==> src/rtl/spc_pkg.sv <==
package spc_pkg;
  localparam int NCNT = 2;

  typedef enum logic [1:0] {M_ACTIVE = 2'd0, M_SAMPLES = 2'd1, M_BYTES = 2'd2, M_LATENCY = 2'd3} mode_e;
  typedef enum logic [1:0] {OP_CLAIM = 2'd0, OP_READ = 2'd1, OP_STOP = 2'd2, OP_RSVD = 2'd3} op_e;
  typedef enum logic [1:0] {PH_WAIT = 2'd0, PH_ARMED = 2'd1, PH_DONE = 2'd2} phase_e;

  function automatic logic mode_pair(input logic [1:0] m);
    return (m == M_BYTES) || (m == M_LATENCY);
  endfunction
endpackage

==> src/rtl/spc_acc.sv <==
module spc_acc #(
  parameter int CW = 64
) (
  input  logic          clk,
  input  logic          rst,
  input  logic          clr,
  input  logic          inc,
  input  logic [CW-1:0] amt,
  output logic [CW-1:0] val
);
  logic [CW:0] sum;
  assign sum = {1'b0, val} + {1'b0, amt};

  always_ff @(posedge clk) begin
    if (rst || clr) val <= '0;
    else if (inc)   val <= sum[CW] ? {CW{1'b1}} : sum[CW-1:0];
  end

  AST_NO_WRAP: assert property (@(posedge clk) disable iff (rst)
    !clr |=> (val >= $past(val)));
  AST_SAT_HOLD: assert property (@(posedge clk) disable iff (rst)
    (val == {CW{1'b1}} && !clr) |=> (val == {CW{1'b1}}));
endmodule

==> src/rtl/spc_track.sv <==
module spc_track import spc_pkg::*; #(
  parameter int NP   = 4,
  parameter int PW   = 2,
  parameter int CW   = 64,
  parameter int BEAT = 4
) (
  input  logic          clk,
  input  logic          rst,
  input  logic          active,
  input  logic [1:0]    mode,
  input  logic [PW-1:0] pa,
  input  logic [PW-1:0] pb,
  input  logic [CW-1:0] target,
  input  logic [CW-1:0] pair_bytes,
  input  logic [NP-1:0] ev_start,
  input  logic [NP-1:0] ev_run,
  input  logic [NP-1:0] ev_idle,
  input  logic [NP-1:0] ev_xfer,
  output logic          cyc_inc,
  output logic          byte_inc,
  output logic          done
);
  phase_e phase;
  logic sa, sb, ra, ia, xa, waiting, armed, arm, fin;
  logic [CW:0] sum;

  assign sa = ev_start[pa];
  assign sb = ev_start[pb];
  assign ra = ev_run[pa];
  assign ia = ev_idle[pa];
  assign xa = ev_xfer[pa];
  assign waiting = (phase == PH_WAIT);
  assign armed   = (phase == PH_ARMED);
  assign sum = {1'b0, pair_bytes} + (CW+1)'(BEAT);
  assign done = (phase == PH_DONE);

  always_comb begin
    arm = 1'b0; fin = 1'b0; cyc_inc = 1'b0; byte_inc = 1'b0;
    if (active) begin
      case (mode_e'(mode))
        M_ACTIVE: begin
          if (waiting && ra) begin arm = 1'b1; cyc_inc = 1'b1; end
          else if (armed) begin
            if (ia) fin = 1'b1;
            else    cyc_inc = 1'b1;
          end
        end
        M_SAMPLES: cyc_inc = ra;
        M_BYTES: begin
          if ((waiting && sa) || armed) begin
            arm      = waiting;
            cyc_inc  = 1'b1;
            byte_inc = xa;
            fin      = xa && (sum == {1'b0, target});
          end
        end
        default: begin
          if (waiting && sa) begin arm = 1'b1; cyc_inc = 1'b1; end
          else if (armed) begin
            if (sb) fin = 1'b1;
            else    cyc_inc = 1'b1;
          end
        end
      endcase
    end
  end

  always_ff @(posedge clk) begin
    if (rst || !active) phase <= PH_WAIT;
    else if (fin)       phase <= PH_DONE;
    else if (arm)       phase <= PH_ARMED;
  end

  AST_ARM_ON_EVENT: assert property (@(posedge clk) disable iff (rst)
    (active && waiting && !sa && !ra) |=> (phase == PH_WAIT));
endmodule

==> src/rtl/spc_alloc.sv <==
module spc_alloc import spc_pkg::*; #(
  parameter int PW = 2,
  parameter int CW = 64
) (
  input  logic                 clk,
  input  logic                 rst,
  input  logic                 cmd_valid,
  input  logic [1:0]           cmd_op,
  input  logic [1:0]           cmd_mode,
  input  logic [PW-1:0]        cmd_pa,
  input  logic [PW-1:0]        cmd_pb,
  input  logic [CW-1:0]        cmd_tgt,
  input  logic [1:0]           cmd_handle,
  input  logic [1:0][CW-1:0]   cnt_val,
  output logic [1:0]           alloc,
  output logic [1:0][1:0]      owner,
  output logic [1:0][1:0]      cfg_mode,
  output logic [1:0][PW-1:0]   cfg_pa,
  output logic [1:0][PW-1:0]   cfg_pb,
  output logic [1:0][CW-1:0]   cfg_tgt,
  output logic [1:0]           clr,
  output logic                 rsp_valid,
  output logic                 rsp_err,
  output logic [1:0]           rsp_handle,
  output logic [CW-1:0]        rsp_data
);
  logic is_claim, is_read, is_stop, claim_ok, hval;
  logic [1:0] free, claim_h;
  logic [CW-1:0] rd_sel;

  assign is_claim = cmd_valid && (cmd_op == OP_CLAIM);
  assign is_read  = cmd_valid && (cmd_op == OP_READ);
  assign is_stop  = cmd_valid && (cmd_op == OP_STOP);
  assign free = ~alloc;

  always_comb begin
    if (mode_pair(cmd_mode)) begin
      claim_ok = &free;
      claim_h  = 2'b11;
    end else begin
      claim_ok = |free;
      claim_h  = free[0] ? 2'b01 : 2'b10;
    end
  end

  always_comb begin
    hval = (cmd_handle != 2'b00);
    for (int i = 0; i < NCNT; i++)
      if (cmd_handle[i] && !(alloc[i] && owner[i] == cmd_handle)) hval = 1'b0;
  end

  assign clr    = (is_claim && claim_ok) ? claim_h : 2'b00;
  assign rd_sel = cmd_handle[0] ? cnt_val[0] : cnt_val[1];

  always_ff @(posedge clk) begin
    for (int i = 0; i < NCNT; i++) begin
      if (rst) begin
        alloc[i] <= 1'b0; owner[i] <= 2'b00; cfg_mode[i] <= 2'b00;
        cfg_pa[i] <= '0; cfg_pb[i] <= '0; cfg_tgt[i] <= '0;
      end else if (clr[i]) begin
        alloc[i] <= 1'b1; owner[i] <= claim_h; cfg_mode[i] <= cmd_mode;
        cfg_pa[i] <= cmd_pa; cfg_pb[i] <= cmd_pb; cfg_tgt[i] <= cmd_tgt;
      end else if (is_stop && hval && cmd_handle[i]) begin
        alloc[i] <= 1'b0;
      end
    end
  end

  always_ff @(posedge clk) begin
    if (rst) begin
      rsp_valid <= 1'b0; rsp_err <= 1'b0; rsp_handle <= 2'b00; rsp_data <= '0;
    end else begin
      rsp_valid <= cmd_valid;
      if (cmd_valid) begin
        rsp_data <= '0;
        if (is_claim) begin
          rsp_err    <= !claim_ok;
          rsp_handle <= claim_ok ? claim_h : 2'b00;
        end else if (is_read || is_stop) begin
          rsp_err    <= !hval;
          rsp_handle <= hval ? cmd_handle : 2'b00;
          if (is_read && hval) rsp_data <= rd_sel;
        end else begin
          rsp_err    <= 1'b1;
          rsp_handle <= 2'b00;
        end
      end
    end
  end

  AST_FAIL_KEEPS: assert property (@(posedge clk) disable iff (rst)
    (is_claim && !claim_ok) |=> ($stable(alloc) && $stable(owner)));
  AST_CLAIM_TAKES: assert property (@(posedge clk) disable iff (rst)
    (is_claim && claim_ok) |=> ((alloc & $past(claim_h)) == $past(claim_h)));
  AST_RSP_LATE: assert property (@(posedge clk) disable iff (rst)
    rsp_valid |-> $past(cmd_valid));
  AST_ERR_ZERO: assert property (@(posedge clk) disable iff (rst)
    (rsp_valid && rsp_err) |-> (rsp_data == '0 && rsp_handle == 2'b00));
endmodule

==> src/rtl/spc_unit.sv <==
module spc_unit import spc_pkg::*; #(
  parameter int NUM_PORTS  = 4,
  parameter int CNT_W      = 64,
  parameter int BEAT_BYTES = 4,
  localparam int PW = $clog2(NUM_PORTS)
) (
  input  logic                 clk,
  input  logic                 rst,
  input  logic                 cmd_valid,
  input  logic [1:0]           cmd_op,
  input  logic [1:0]           cmd_mode,
  input  logic [PW-1:0]        cmd_port_a,
  input  logic [PW-1:0]        cmd_port_b,
  input  logic [CNT_W-1:0]     cmd_target,
  input  logic [1:0]           cmd_handle,
  input  logic [NUM_PORTS-1:0] ev_start,
  input  logic [NUM_PORTS-1:0] ev_run,
  input  logic [NUM_PORTS-1:0] ev_idle,
  input  logic [NUM_PORTS-1:0] ev_xfer,
  output logic                 rsp_valid,
  output logic                 rsp_err,
  output logic [1:0]           rsp_handle,
  output logic [CNT_W-1:0]     rsp_data
);
  localparam logic [CNT_W-1:0] ONE  = CNT_W'(1);
  localparam logic [CNT_W-1:0] BEAT = CNT_W'(BEAT_BYTES);
  localparam logic [CNT_W-1:0] ZERO = '0;

  logic [1:0]             alloc, clr, prim, cyc, bi, done, inc;
  logic [1:0][1:0]        owner, cfg_mode;
  logic [1:0][PW-1:0]     cfg_pa, cfg_pb;
  logic [1:0][CNT_W-1:0]  cfg_tgt, cnt_val, amt;
  logic                   sec1;

  spc_alloc #(.PW(PW), .CW(CNT_W)) u_alloc (
    .clk, .rst, .cmd_valid, .cmd_op, .cmd_mode,
    .cmd_pa(cmd_port_a), .cmd_pb(cmd_port_b), .cmd_tgt(cmd_target), .cmd_handle,
    .cnt_val, .alloc, .owner, .cfg_mode, .cfg_pa, .cfg_pb, .cfg_tgt, .clr,
    .rsp_valid, .rsp_err, .rsp_handle, .rsp_data
  );

  assign prim[0] = alloc[0] && (owner[0] == 2'b01 || owner[0] == 2'b11);
  assign prim[1] = alloc[1] && (owner[1] == 2'b10);
  assign sec1    = alloc[1] && (owner[1] == 2'b11);

  assign inc[0] = cyc[0];
  assign amt[0] = ONE;
  assign inc[1] = prim[1] ? cyc[1] : (sec1 && (bi[0] || bi[1]));
  assign amt[1] = prim[1] ? ONE : BEAT;

  for (genvar g = 0; g < NCNT; g++) begin : g_slot
    spc_track #(.NP(NUM_PORTS), .PW(PW), .CW(CNT_W), .BEAT(BEAT_BYTES)) u_track (
      .clk, .rst, .active(prim[g]), .mode(cfg_mode[g]), .pa(cfg_pa[g]), .pb(cfg_pb[g]),
      .target(cfg_tgt[g]), .pair_bytes(g == 0 ? cnt_val[1] : ZERO),
      .ev_start, .ev_run, .ev_idle, .ev_xfer,
      .cyc_inc(cyc[g]), .byte_inc(bi[g]), .done(done[g])
    );
    spc_acc #(.CW(CNT_W)) u_acc (
      .clk, .rst, .clr(clr[g]), .inc(inc[g]), .amt(amt[g]), .val(cnt_val[g])
    );
  end

  AST_HOLD_END0: assert property (@(posedge clk) disable iff (rst)
    (prim[0] && done[0] && !clr[0]) |=> $stable(cnt_val[0]));
  AST_HOLD_END1: assert property (@(posedge clk) disable iff (rst)
    (((prim[1] && done[1]) || (sec1 && done[0])) && !clr[1]) |=> $stable(cnt_val[1]));
endmodule

==> config.mk <==
export PLATFORM = sky130hd
export DESIGN_NAME = spc_unit
export DESIGN_NICKNAME = d
export VERILOG_FILES = /design/src/rtl/spc_pkg.sv /design/src/rtl/spc_acc.sv /design/src/rtl/spc_track.sv /design/src/rtl/spc_alloc.sv /design/src/rtl/spc_unit.sv
export SDC_FILE = /design/constraint.sdc
export NUM_CORES = 1
export LEC_CHECK = 0
export ABC_CLOCK_PERIOD_IN_PS = 6600
export BUFFER_PORTS_ARGS = -buffer_cell sky130_fd_sc_hd__buf_2
export CORE_ASPECT_RATIO = 1.4
export CORE_MARGIN = 8
export CORE_UTILIZATION = 55
export CTS_CLUSTER_DIAMETER = 30
export DETAILED_ROUTE_END_ITERATION = 10
export PLACE_DENSITY_LB_ADDON = 0.15
export SYNTH_ARGS = -nofsm -noshare
export SYNTH_HDL_FRONTEND = slang
export SYNTH_SLANG_ARGS = --single-unit
==> constraint.sdc <==
create_clock -name clk -period 6.6 [get_ports clk]
set_input_delay 0.33 -clock clk [delete_from_list [all_inputs] [get_ports clk]]
set_output_delay 0.33 -clock clk [all_outputs]
set_load 0.01 [all_outputs]
After elaboration in Yosys (flattened, before gate mapping). Cells that the tools add are included.

$add $sub $neg: 3. $lt $le $gt $ge: 4. Equality and inequality tests: 18. Muxes and demuxes: 99. Bitwise logic cells: 1. Reductions and logical operators: 52.

Operators with widths (number): $mux 64 (6); $add 64x1->65 const B (1); $add 64x3->65 (1); $add 64x3->65 const B (1); $eq 65x64->1 (1); $mux 1 (65); $eq 3x64->1 const A (1); $logic_and 1x1->1 (22); $mux 2 (11); $bmux 1 s2 (10); $pmux 1 s3 (6); $eq 2x2->1 const B (8); $eq 2x1->1 const B (6); $lt 2x3->1 const B (4); $logic_not 2->1 (5); $logic_or 1x1->1 (10); $reduce_bool 2->1 (5); $logic_not 1->1 (6); $reduce_or 2->1 (3); $eq 2x2->1 (2); $mux 3 (1); $not 2->2 (1); $reduce_and 2->1 (1).

Flip-flop bits (word level): 346. Output and inout bits: 68. Word-level logic and storage cells: 199.

Longest topological paths before layout.
Depth after elaboration: 10. Depth in mapped cells: 14. Depth with buffers taken out: 13.

By module. Synthesis repeated with hierarchy kept, for this count alone.

Cells, all modules: 3436. Area, all modules: 25921.1 µm².

Modules (own cells, without submodules): spc_acc (times used 2, cells each 786, area an instance 5876.9 µm², seq. area each 1281.2 µm²); spc_alloc (times used 1, cells each 1088, area an instance 8769.7 µm², seq. area each 4284.1 µm²); spc_track (g_slot[0].u_track) (times used 1, cells each 397, area an instance 2791.4 µm², seq. area each 40.0 µm²); spc_track (g_slot[1].u_track) (times used 1, cells each 370, area an instance 2563.7 µm², seq. area each 40.0 µm²); spc_unit (times used 1, cells each 9, area an instance 42.5 µm², seq. area each 0.0 µm²).

Worst setup path after synthesis. OpenSTA, ideal clock, no wires.

Kind: register to register. Start: reg g_slot[1].u_acc.val[22]. End: reg g_slot[0].u_track.phase[0]. Arrival time: 2.806 ns. Data required time: 6.485 ns. Slack: 3.678 ns. Stages on the path, launching flop included: 12. Path buffers: 2. Path through: dfxtp_1 -> clkbuf_1 -> nand4_1 -> or4_1 -> clkbuf_1 -> or3_1 -> nor4_1 -> xnor2_1 -> nand4_1 -> nor4_1 -> nand4_1 -> and3_1.

Longest elaborated chain between the ends: 7.

RTL lines: start, declared (RTL line spc_acc.sv:9) `output logic [CW-1:0] val`; start signal, assigned (RTL line spc_acc.sv:16) `else if (inc) val <= sum[CW] ? {CW{1'b1}} : sum[CW-1:0];`; $add 64x3->65 (RTL line spc_track.sv:34) `assign sum = {1'b0, pair_bytes} + (CW+1)'(BEAT);`; $eq 65x64->1 (RTL line spc_track.sv:54) `fin = xa && (sum == {1'b0, target});`; $logic_and 1x1->1 (RTL line spc_track.sv:54); $mux 1 (RTL line spc_track.sv:50) `if ((waiting && sa) || armed) begin`; $pmux 1 s3 (RTL line spc_track.sv:40) `case (mode_e'(mode))`; $mux 1 (RTL line spc_track.sv:39) `if (active) begin`; $reduce_or 2->1 (no line); end signal, assigned (RTL line spc_track.sv:69) `if (rst || !active) phase <= PH_WAIT;`; end signal, assigned (RTL line spc_track.sv:70) `else if (fin) phase <= PH_DONE;`; end signal, assigned (RTL line spc_track.sv:71) `else if (arm) phase <= PH_ARMED;`; end, declared (RTL line spc_track.sv:23) `phase_e phase;`.

No other way between the ends. A chain may end at the register's enable or synchronous reset.

Worst setup path after layout.
Start: reg g_slot[1].u_acc.val[13]. End: reg g_slot[0].u_track.phase[0].

Same word-level chain as after synthesis.

==> run summary <==
RePlAce Congestion - 1.02
normalized max-slew margin - 17.1%
fill cell count - 2,514
Ys Warns - 0
Die ar. - 0.0363 sq mm
Comb power frac - 4.6%
min Tclk post-route - 3.87 ns
Pwr per Cell Area - 276 mW/mm^2
critical path type - flop to flop
First DRT Iteration DRCs - 1,107
I/O pin total - 161
Final #Nets - 2,300
Max Cap Viol - 0
max incr delay on CP - 0.58 ns
crit-path cells - nand4_1, nor4_4, nand2_1, xnor2_1, nand4_1, or4_1, nor4_1, nand4_1, and3_1
Synth top area share - 41.5%
reg2reg end - g_slot[0].u_track.phase[0]
clk root buf - clkbuf_16
post-synthesis cell count - 2,073
grt ovf - 0
RR Startpoint - g_slot[1].u_acc.val[13]
post-route insts no fill - 2,638
final wirelength - 54.5 mm
count leader, synth - nand2_1
Design Area, Final - 0.0201 sq mm
Levels on crit path - 9
antenna violations before repair - 0
Slew Viols, Final - 0
Hold Startpoint - cmd_target[38]
CTS clock-pin slew for the worst setup and hold paths - 0.05 ns
Setup Viol. Count Final - 0
synth unique cells - 78
Worst EP required - 7.07 ns
Die X - 163 um
Worst Hold Path EP - u_alloc.cfg_tgt[38]
IO buf count - 160
DP HPWL - 39.9 mm
number of flops mapped to enable cells by yosys - 0
crit share post-route - 58.7%
Hold Crit Depth - 3
via/cell ratio - 5.88
first-pass GRT wire length - 84.9 mm
top post-synthesis cells by count - nand2_1, dfxtp_1, a21oi_1
Critical Path AT - 4.35 ns
Achievable Freq - 258 MHz
Cell Area, Synth - 0.0167 sq mm
CTS Sinks - 346
Yosys reg bits - 346
largest cells by area after synthesis - dfxtp_1, nand2_1, a21oi_1
Hold Path Class - primary input to flop
worst setup margin - 2.73 ns
share of power burned in registers - 38.7%
CP Capture Type - flop
Setup TNS - 0 ns
Finished Core Util - 67.0%
Clk pwr share - 56.7%
Yosys top cell by area - dfxtp_1
Layout area overhead - 20.1%
status - completed
syn nets - 2,171
Int Pwr - 0.00426 W
Worst path top cell family by delay - simple AND/OR/NAND/NOR gates
# H-tree levels - 2
total CTS buffers - 60
Setup WS pre-CTS - 2.91 ns
Pleak - 7.30 nW
CP bufs+invs - 0
DP Cell Count - 2,482
Worst-Skew Late Latency - 0.59 ns
core area - 0.0299 sq mm
Initial DRT Pass Iterations - 5
RSZ-0062 raised after global routing - no
Max FO, Critical Path - 8
pin count of the biggest net entering global routing - 92
Worst-Margin Slew - 1.24 ns
Max IR drop VDD - 0.223 mV
sequential element share of the synthesized area - 41.5%
Residual DRC - 0
FF+latch area - 0.00693 sq mm
DRT antenna net count - 0
r2r worst-path depth - 9
multi-input logic area - 0.00916 sq mm
CTS tree - yes
Die Ht - 222 um
Post-DP Area - 0.0175 sq mm
Worst path slowest cell - nor4_4
final hold violations - 0
skew final - 0.0222 ns
sw power - 0.00128 W
vias in the first global route - 15,300
Starting Density - 55.8%
antenna cells - 0
setup slack, reg-to-reg - 2.73 ns
Cell Rows - 75
Total Routing Usage GR - 29.5%
WL per Instance - 20.6 um
Most used DFF post-synth - dfxtp_1
syn avg cell area - 8.05 sq um
DR vias - 15,500
Sw Share - 23.1%
share of layout cells above drive strength 1 - 14.4%
Async SR Flop Fraction - 0%
type of origin of the critical path - flop
clock buffer depth - 3
most used cell along the critical path - nand4_1
==> layer usage <==
metal,GRT usage (%),wire length (um),up-vias
met5,0,0,-
met4,16.2,2930,0
met3,4.14,3130,135
met2,47.9,25700,594
met1,37.0,22700,7319
li1,-,-,7471
==> sequential cells by signal, summed over array words and instances (netlist names) <==
signal	cells
g_slot.u_acc.val	128
u_alloc.cfg_tgt	128
u_alloc.rsp_data	64
g_slot.u_track.phase	4
u_alloc.cfg_mode	4
u_alloc.cfg_pa	4
u_alloc.cfg_pb	4
u_alloc.owner	4
u_alloc.alloc	2
u_alloc.rsp_handle	2
u_alloc.rsp_err	1
u_alloc.rsp_valid	1
==> per-stage QoR <==
| step | hold WS, ns | total power, W |
|---|---|---|
| floorplan | 0.432 | 0.00232 |
| global placement | 0.430 | 0.00242 |
| detailed placement | 0.436 | 0.00242 |
| CTS | 0.0000884 | 0.00556 |
| global route | 0.00917 | 0.00568 |
| finish | 0.00357 | 0.00554 |
==> worst min-delay path: stages <==
cell and delay [ns]:
buf_2 0.11, nand2_1 0.05, a21oi_1 0.05
==> layout by cell type, fill, tap and decap left out, drive strengths merged, types with 18 or more instances in the layout <==
cell | synthesis | routed
mux2i | 70 | 70
xor2 | 83 | 83
dlygate4sd3 | 0 | 43
and3 | 31 | 31
inv | 14 | 25
nor3 | 44 | 44
or3 | 21 | 21
o21ai | 85 | 85
nand3 | 56 | 56
buf | 25 | 174
and4 | 18 | 18
xnor2 | 115 | 115
nand2 | 436 | 436
nand4 | 62 | 62
dfxtp | 346 | 346
nor4 | 37 | 37
clkbuf | 125 | 71
a21oi | 264 | 264
nor2 | 102 | 102
==> repair_timing <==
| item | in CTS | in global routing |
|---|---|---|
| buffers inserted | 0 | 0 |
| gates resized for setup | 0 | 0 |
| hold endpoints to repair | 61 | 1 |
| hold buffers | 42 | 1 |
==> cells by family after synthesis <==
| logic type | Yosys count | share of synthesized area, % |
|---|---|---|
| simple gates | 864 | 24.5 |
| compound gates | 415 | 13.8 |
| buf+inv | 164 | 3.90 |
| mux | 80 | 5.55 |
| xor+xnor | 198 | 10.4 |
| flops | 346 | 41.5 |
| fa+ha+maj | 6 | 0.435 |
==> cell type report <==
cell class / instances / share of cell area [%]
Timing Repair Buffer: 217 / 6.69
Inverter: 14 / 0.262
Clock buffer: 71 / 8.06
Clock inverter: 42 / 2.35
Tap cell: 385 / 2.40
Multi-Input combinational cell: 1563 / 45.7
Sequential cell: 346 / 34.5
==> how the worst max path moves through the flow <==
| stage | startpoint | to | slack [ns] |
|---|---|---|---|
| 5_1_grt | g_slot[1].u_acc.val[21] | g_slot[0].u_track.phase[0] | 2.52 |
| 3_5_place_dp | g_slot[1].u_acc.val[13] | g_slot[0].u_track.phase[0] | 2.91 |
| 2_1_floorplan | g_slot[1].u_acc.val[22] | g_slot[0].u_track.phase[0] | 3.68 |
| 4_1_cts | g_slot[1].u_acc.val[13] | g_slot[0].u_track.phase[0] | 2.91 |
| 3_3_place_gp | g_slot[1].u_acc.val[13] | g_slot[0].u_track.phase[0] | 2.86 |
| 6_report | g_slot[1].u_acc.val[13] | g_slot[0].u_track.phase[0] | 2.73 |
==> power groups by stage <==
stage / clock, W / sequential (W) / combinational (W)
finish: 0.00314 / 0.00214 / 0.000255
global route: 0.00326 / 0.00215 / 0.000276
CTS: 0.00317 / 0.00214 / 0.000252
detailed placement: 0 / 0.00219 / 0.000232
global placement: 0 / 0.00219 / 0.000231
floorplan: 0 / 0.00218 / 0.000148
No activity file was read; power rests on OpenSTA's default activity.
